File: config.mk
export PLATFORM = sky130hd
export DESIGN_NAME = mon_irq_agg
export DESIGN_NICKNAME = d
export VERILOG_FILES = /design/src/rtl/mon_irq_agg.sv
export SDC_FILE = /design/constraint.sdc
export NUM_CORES = 1
export LEC_CHECK = 0
export CELL_PAD_IN_SITES_DETAIL_PLACEMENT = 1
export CELL_PAD_IN_SITES_GLOBAL_PLACEMENT = 1
export CORE_AREA = 2 2 80 90
export CTS_BUF_LIST = sky130_fd_sc_hd__clkbuf_8
export CTS_CLUSTER_SIZE = 8
export DETAILED_ROUTE_END_ITERATION = 8
export DIE_AREA = 0 0 82 92
export MAX_ROUTING_LAYER = met4
export PLACE_DENSITY = 0.82
export SYNTH_ARGS = -nofsm -noshare
export SYNTH_HDL_FRONTEND = slang
export SYNTH_SLANG_ARGS = --single-unit
File: constraint.sdc
create_clock -name clk -period 3.35 [get_ports clk]
set_input_delay 0.67 -clock clk [delete_from_list [all_inputs] [get_ports clk]]
set_output_delay 0.67 -clock clk [all_outputs]
set_load 0.01 [all_outputs]
File: src/rtl/mon_irq_agg.sv
module mon_irq_agg #(
  parameter int NTEMP = 3,
  parameter int NVOLT = 14,
  parameter int NFAN  = 4
) (
  input  logic                 clk,
  input  logic                 rst_n,
  input  logic                 mon_active,
  input  logic [NTEMP-1:0]     temp_oor,
  input  logic [NTEMP-1:0]     diode_fault,
  input  logic [8*NTEMP-1:0]   zone_temp_in,
  output logic [8*NTEMP-1:0]   zone_temp_out,
  input  logic [NVOLT-1:0]     volt_oor,
  input  logic [NFAN-1:0]      fan_err,
  input  logic                 ara_pulse,
  input  logic                 wr_en,
  input  logic                 rd_en,
  input  logic [2:0]           addr,
  input  logic [7:0]           wdata,
  output logic [7:0]           rdata
  ,output logic                int_n
);
  localparam int NEV  = NTEMP + NVOLT + NFAN;
  localparam int SW   = 24;
  localparam int PAD  = SW - NEV;

  logic [SW-1:0]    stat, stim, en_mask, clr_mask;
  logic [NTEMP-1:0] flt, flt_stim;
  logic pin_fn, gie, volt_en, temp_en, fan_en, ara_hold;
  logic ctrl_wr, gie_rise, new_set;

  for (genvar z = 0; z < NTEMP; z++) begin : g_zone
    assign zone_temp_out[8*z +: 8] = diode_fault[z] ? 8'h80 : zone_temp_in[8*z +: 8];
  end

  assign stim     = mon_active ? {{PAD{1'b0}}, fan_err, volt_oor, temp_oor | diode_fault} : '0;
  assign flt_stim = mon_active ? diode_fault : '0;
  assign en_mask  = {{PAD{1'b0}}, {NFAN{fan_en}}, {NVOLT{volt_en}}, {NTEMP{temp_en}}};
  assign clr_mask = !rd_en ? '0 :
                    addr == 3'd0 ? SW'(24'h0000FF) :
                    addr == 3'd1 ? SW'(24'h00FF00) :
                    addr == 3'd2 ? SW'(24'hFF0000) : '0;
  assign ctrl_wr  = wr_en && addr == 3'd4;
  assign gie_rise = ctrl_wr && wdata[1] && !gie;
  assign new_set  = |(stim & ~stat);

  always_ff @(posedge clk or negedge rst_n) begin
    if (!rst_n) begin
      stat <= '0;
      flt  <= '0;
      {fan_en, temp_en, volt_en, gie, pin_fn} <= '0;
      ara_hold <= 1'b0;
      rdata <= '0;
    end else begin
      stat <= (stat & ~clr_mask) | stim;
      flt  <= ((rd_en && addr == 3'd3) ? '0 : flt) | flt_stim;
      if (ctrl_wr) {fan_en, temp_en, volt_en, gie, pin_fn} <= wdata[4:0];
      if (ara_pulse) ara_hold <= 1'b1;
      else if (new_set || gie_rise) ara_hold <= 1'b0;
      if (rd_en) begin
        case (addr)
          3'd0: rdata <= stat[7:0];
          3'd1: rdata <= stat[15:8];
          3'd2: rdata <= stat[23:16];
          3'd3: rdata <= 8'(flt);
          3'd4: rdata <= {3'b000, fan_en, temp_en, volt_en, gie, pin_fn};
          default: rdata <= 8'h00;
        endcase
      end
    end
  end

  assign int_n = !(pin_fn && gie && mon_active && !ara_hold && |(stat & en_mask));


  sleep_quiet_chk: assert property (@(posedge clk) disable iff (!rst_n)
    !mon_active |-> int_n);

  gate_off_chk: assert property (@(posedge clk) disable iff (!rst_n)
    (!gie || !pin_fn) |-> int_n);

  ara_release_chk: assert property (@(posedge clk) disable iff (!rst_n)
    ara_pulse |=> int_n);

  sticky_set_chk: assert property (@(posedge clk) disable iff (!rst_n)
    (|stim) |=> ((stat & $past(stim)) == $past(stim)));

  fault_code_chk: assert property (@(posedge clk) disable iff (!rst_n)
    diode_fault[0] |-> zone_temp_out[7:0] == 8'h80);
endmodule

==> out/metrics.cfg, run 1 <==
[sta]
setup_tns_ps=0
tightest_slew_ps=907
holdWs_ps=485
fin_worst_skew_ps=6.30
timing.max_slew.rel_slack=0.395
slew_viol_final=0
setup_violations=0
fmax_ghz=0.338
hold_viol_final=0
period_minus_slack_ps=2950
fin_crit_sh=0.882
rsz0062_at_grt=false

[clocking]
clock-root-buffer=clkbuf_8
clk_pin_slew_ps=70
clock_latency_ps=290
tritoncts=built
cts.sinks=41
cts_resized=0
post-cts-setup-buffer-count=0
clk_path_buf_depth=2
hold_buffers=0
htreeDepth=2
cts_inserted_buffers=5

[power_and_ir_drop]
p_clk_frac=0.250
switchingPower_mw=0.336
sw_frac_of_total=0.280
p_int_mw=0.864
p_comb_frac=0.251
vdd_drop_max_mv=0.184
power.leakage_nw=1.38
pwr_density_cell_nw_per_um2=369
power_frac_seq=0.500

[synth]
yosys_warnings=0
synth_seq_cells=41
synth-seq-area-share=0.478
synth_area_per_cell_um2=9.49
ys_types=34
syn_inst=226
synth.net_count=291
syn_area_um2=2150

[final_layout]
num_antenna_cells=0
layout-drive-gt1-share=0.0557
fin_util=0.484
layout_commonest_cell=clkdlybuf4s50_1
fin_nets=387
area_delta_synth_final_pct=51.7
final_cell_mix=clkdlybuf4s50_1 (93), dfrtp_1 (41), nor2b_1 (23), inv_1 (22), o21ai_0 (19)

[floorplan]
boundaryPins=98
fp-row-count=32
die_y_um=92
die_w_um=82
dieArea_um2=7540
start_util=0.319
design.core.area_um2=6730

[setup_path]
cp-end-kind=output pin
arrival_ps=2280
worstPathRequired_ps=2680
cp-start-kind=flip-flop
r2r_slack_ps=2090
path_cells=or4_1 > a222oi_1 > or4_1 > clkdlybuf4s50_1
critical_path.max_stage_delay_ps=530
path_class=flip-flop to output pin
slowest_stage=clkdlybuf4s50_1
crit_top_cell=or4_1
worstPathMaxFanout=4

[global_route]
grt_max_degree=42
grt_first_pass_wirelength_um=10700
grt_pass1_vias=2226
antenna_found_initial=0
grt_use_total=0.188
grt-ovfl-total=0

[routing]
routed.top_layer=met4
drtPass1Iterations=6
wl_met3_um=178
drt-total-wl_um=6500
wl_met1_um=2860
wl_per_cell_um=15.9
viasPerCell=5.07
wl_met2_um=3330
drtAntennaViolNets=0
route.vias.total=2070
drt-initial-drc-count=65
drc=0

[run]
maxCapViolCount=0

[placement]
portBuffers=94
gp_congestion=0.762
dp_hpwl_um=5210

[min_path]
hp-class=flip-flop to flip-flop

[run_status]
outcome=finished, final reports clean

## power by group through the flow
stage | registers (mW) | logic [mW] | clock network, mW
2_1_floorplan | 0.593 | 0.131 | 0
3_3_place_gp | 0.605 | 0.295 | 0
3_5_place_dp | 0.607 | 0.304 | 0
4_1_cts | 0.598 | 0.305 | 0.307
5_1_grt | 0.605 | 0.333 | 0.323
6_report | 0.599 | 0.301 | 0.300
## cell usage after synthesis
cell type	number	area share
nor2b_1	23	0.067
buf_2	2	0.0047
o221ai_1	3	0.012
or4_1	2	0.0070
buf_4	1	0.0035
o22ai_1	8	0.023
and4bb_1	1	0.0058
or2_2	3	0.0087
mux4_2	1	0.010
mux2_2	4	0.021
dfrtp_1	41	0.48
o21a_1	2	0.0070
o21ai_0	19	0.044
inv_1	19	0.033
a31oi_1	2	0.0058
a22o_1	10	0.041
and2_1	3	0.0087
a222oi_1	1	0.0047
a31o_2	1	0.0041
nand2_1	17	0.030
nand2b_1	11	0.032
nand3_1	4	0.0093
nand3b_1	4	0.014
a21o_1	1	0.0035
or3_1	1	0.0029
mux2i_1	7	0.033
a21oi_1	7	0.016
o211ai_1	2	0.0070
nor4_1	5	0.015
clkbuf_1	5	0.0087
nand4_1	1	0.0029
nor2_1	11	0.019
a2bb2oi_1	2	0.0082
o2111ai_1	2	0.0082
## cells by family after synthesis
logic type / Yosys count / synth area share
compound gates: 60 / 0.185
mux: 12 / 0.0641
simple gates: 86 / 0.222
flops: 41 / 0.478
buf+inv: 27 / 0.0501
## state kept, by name, indices dropped and copies added, names as in the netlist
register / count
temp_en: 1
stat: 24
ara_hold: 1
gie: 1
flt: 3
volt_en: 1
pin_fn: 1
rdata: 8
fan_en: 1
## path summary, 6_finish.rpt
check / end / depth (start not counted) / startpoint
hold reg to reg: rdata[4]$_DFFE_PN0P_ / 1 / rdata[4]$_DFFE_PN0P_
min in group asynchronous: rdata[6]$_DFFE_PN0P_ / 1 / rst_n
max in group asynchronous: flt[2]$_DFF_PN0_ / 1 / rst_n
setup / recovery: int_n / 4 / stat[17]$_DFF_PN0_
setup reg to reg: ara_hold$_DFFE_PN0P_ / 4 / stat[15]$_DFF_PN0_
hold / removal: rdata[4]$_DFFE_PN0P_ / 1 / rdata[4]$_DFFE_PN0P_
## metrics by stage
step / cells / power (mW) / instance area [µm²] / setup slack [ps]
floorplan: 226 / 0.723 / 2150 / 1320
global placement: 400 / 0.900 / 3170 / 517
detailed placement: 400 / 0.911 / 3170 / 508
CTS: 408 / 1.21 / 3250 / 372
global route: 408 / 1.26 / 3250 / 281
finish: 408 / 1.20 / 3250 / 395
## metal layers
metal	GRT usage	vias up
met1	0.238	1019
met5	-	-
li1	-	991
met3	0.0315	13
met4	0.0611	0
met2	0.304	47
## critical path: cells and delay by family, from the launching register on
kind,cells,cell delay (ps)
AND/OR/NAND/NOR,2,670
buffers and inverters,1,530
flip-flops,1,430
AO/OA/AOI/OAI,1,370
## area by class of cell
type / count / area, µm²
Timing Repair Buffer: 97 / 958
Multi-Input combinational cell: 158 / 1010
Tap cell: 85 / 106
Clock inverter: 3 / 11.3
Sequential cell: 41 / 1030
Inverter: 19 / 71.3
Clock buffer: 5 / 68.8
Fill cell: 804 / 3470
Power figures use the tool's default switching activity.
==> run 2: changes to the inputs <==
Settings changed: CORE_AREA 2 2 80 90 to 2 2 100 73, DIE_AREA 0 0 82 92 to 0 0 102 75, REMOVE_ABC_BUFFERS set to 1.
==> out/metrics.cfg, run 2 (same netlist as run 1, synthesis figures left out) <==
[setup_path]
cp-end-kind=output pin
worstPathRequired_ps=2680
arrival_ps=2290
cp-start-kind=flip-flop
path_class=flip-flop to output pin
worstPathMaxFanout=4

[routing]
route.vias.total=2118
drt-initial-drc-count=86
drc=0
wl_per_cell_um=17.0
viasPerCell=5.07
drtAntennaViolNets=0
drtPass1Iterations=4
drt-total-wl_um=7090

[floorplan]
die_w_um=102
boundaryPins=98
dieArea_um2=7650
fp-row-count=25
design.core.area_um2=6630
die_y_um=75
start_util=0.324

[sta]
fin_crit_sh=0.882
setup_tns_ps=0
hold_viol_final=0
rsz0062_at_grt=false
holdWs_ps=485
slew_viol_final=0
tightest_slew_ps=941
setup_violations=0
fmax_ghz=0.338
setup_ws_ps=394
fin_worst_skew_ps=7.27
period_minus_slack_ps=2960
timing.max_slew.rel_slack=0.372

[run_status]
outcome=finished, final reports clean

[power_and_ir_drop]
pwr_density_cell_nw_per_um2=384
power.leakage_nw=1.39
vdd_drop_max_mv=0.172

[final_layout]
num_antenna_cells=0
nFillCells=764
fin_nets=388
area_delta_synth_final_pct=53.5
regMostFlops=stat
final_cell_mix=clkdlybuf4s50_1 (93), dfrtp_1 (41), nor2b_1 (23), inv_1 (19), o21ai_0 (19)
seqCellArea_um2=1030
multiInputGateArea_um2=1010
largestRegisters=stat x24, rdata x8, flt x3
layout-drive-gt1-share=0.0679
layout_commonest_cell=clkdlybuf4s50_1
largest_register_ffs=24

[clocking]
hold_buffers=0
cts.sinks=41
cts_resized=0
clk_path_buf_depth=2
clock_latency_ps=290
clk_pin_slew_ps=80
cts_inserted_buffers=5
tritoncts=built
htreeDepth=2
post-cts-setup-buffer-count=0
clock-root-buffer=clkbuf_8

[global_route]
use_met2=0.311
antenna_found_initial=0
grt_max_degree=42
grtUsageMet1=0.273
grt_first_pass_wirelength_um=11300
grt_use_total=0.200
grt-ovfl-total=0
use_met3=0.0427
grt_pass1_vias=2242
grt.busiest_layer=met2

[placement]
portBuffers=94
gp_congestion=0.874
pre_cts_ws_ps=459
dp_hpwl_um=5520

[run]
maxCapViolCount=0

[min_path]
hp-class=flip-flop to flip-flop

run 2: cell types whose count changed in the layout (fill, tap and decap cells not counted), sizes merged:
| cell | before | now |
|---|---|---|
| clkbuf | 5 | 7 |
| buf | 4 | 5 |
| inv | 22 | 19 |
| clkinv | 0 | 1 |
run 2: critical path, stage by stage (launching register included):
cell and delay [ps]:
dfrtp_1 430, or4_1 540, a222oi_1 350, or4_1 160, clkdlybuf4s50_1 530
run 2: routing by layer:
layer | vias to the layer above | routed length [µm]
met3 | 5 | 476
met5 | - | 0
met1 | 1028 | 3300
met2 | 95 | 3270
met4 | 0 | 40
li1 | 990 | -
run 2: power by group:
part	total, mW	switching (mW)	leakage [nW]	internal (mW)
logic	0.308	0.128	0.886	0.180
clock network	0.358	0.171	0.0542	0.186
registers	0.599	0.0527	0.446	0.546
total	1.26	0.352	1.39	0.913
run 2: metrics by stage:
step	area (µm²)	utilization	total power, mW	instances
after floorplan	2110	-	0.714	218
after global placement	3190	0.482	0.904	410
after detailed placement	3190	0.482	0.919	410
after CTS	3290	0.497	1.27	418
after global routing	3290	0.497	1.33	418
final	3290	0.497	1.26	418
run 2: path summary, 6_finish.rpt:
kind                            slack (ps)                 start  depth (start not counted)              endpoint
min in group asynchronous              520                 rst_n                          1  rdata[6]$_DFFE_PN0P_
worst min-delay path                   490  rdata[4]$_DFFE_PN0P_                          1  rdata[4]$_DFFE_PN0P_
worst min register to register         490  rdata[4]$_DFFE_PN0P_                          1  rdata[4]$_DFFE_PN0P_
worst max register to register        2050    stat[15]$_DFF_PN0_                          4  ara_hold$_DFFE_PN0P_
worst max-delay path                   390    stat[18]$_DFF_PN0_                          4                 int_n
max in group asynchronous             2250                 rst_n                          1    pin_fn$_DFFE_PN0N_
run 2: area by class of cell:
class / instances / share of cell area
Inverter: 19 / 0.0216
Sequential cell: 41 / 0.311
Clock buffer: 7 / 0.0292
Tap cell: 94 / 0.0357
Timing Repair Buffer: 98 / 0.293
Clock inverter: 1 / 0.00152
Multi-Input combinational cell: 158 / 0.307
==> run 3: changes to the inputs <==
Settings changed: TNS_END_PERCENT set to 5.
==> results of run 3 <==
Same layout as run 2: the final DEF is identical, and so are final timing and power.
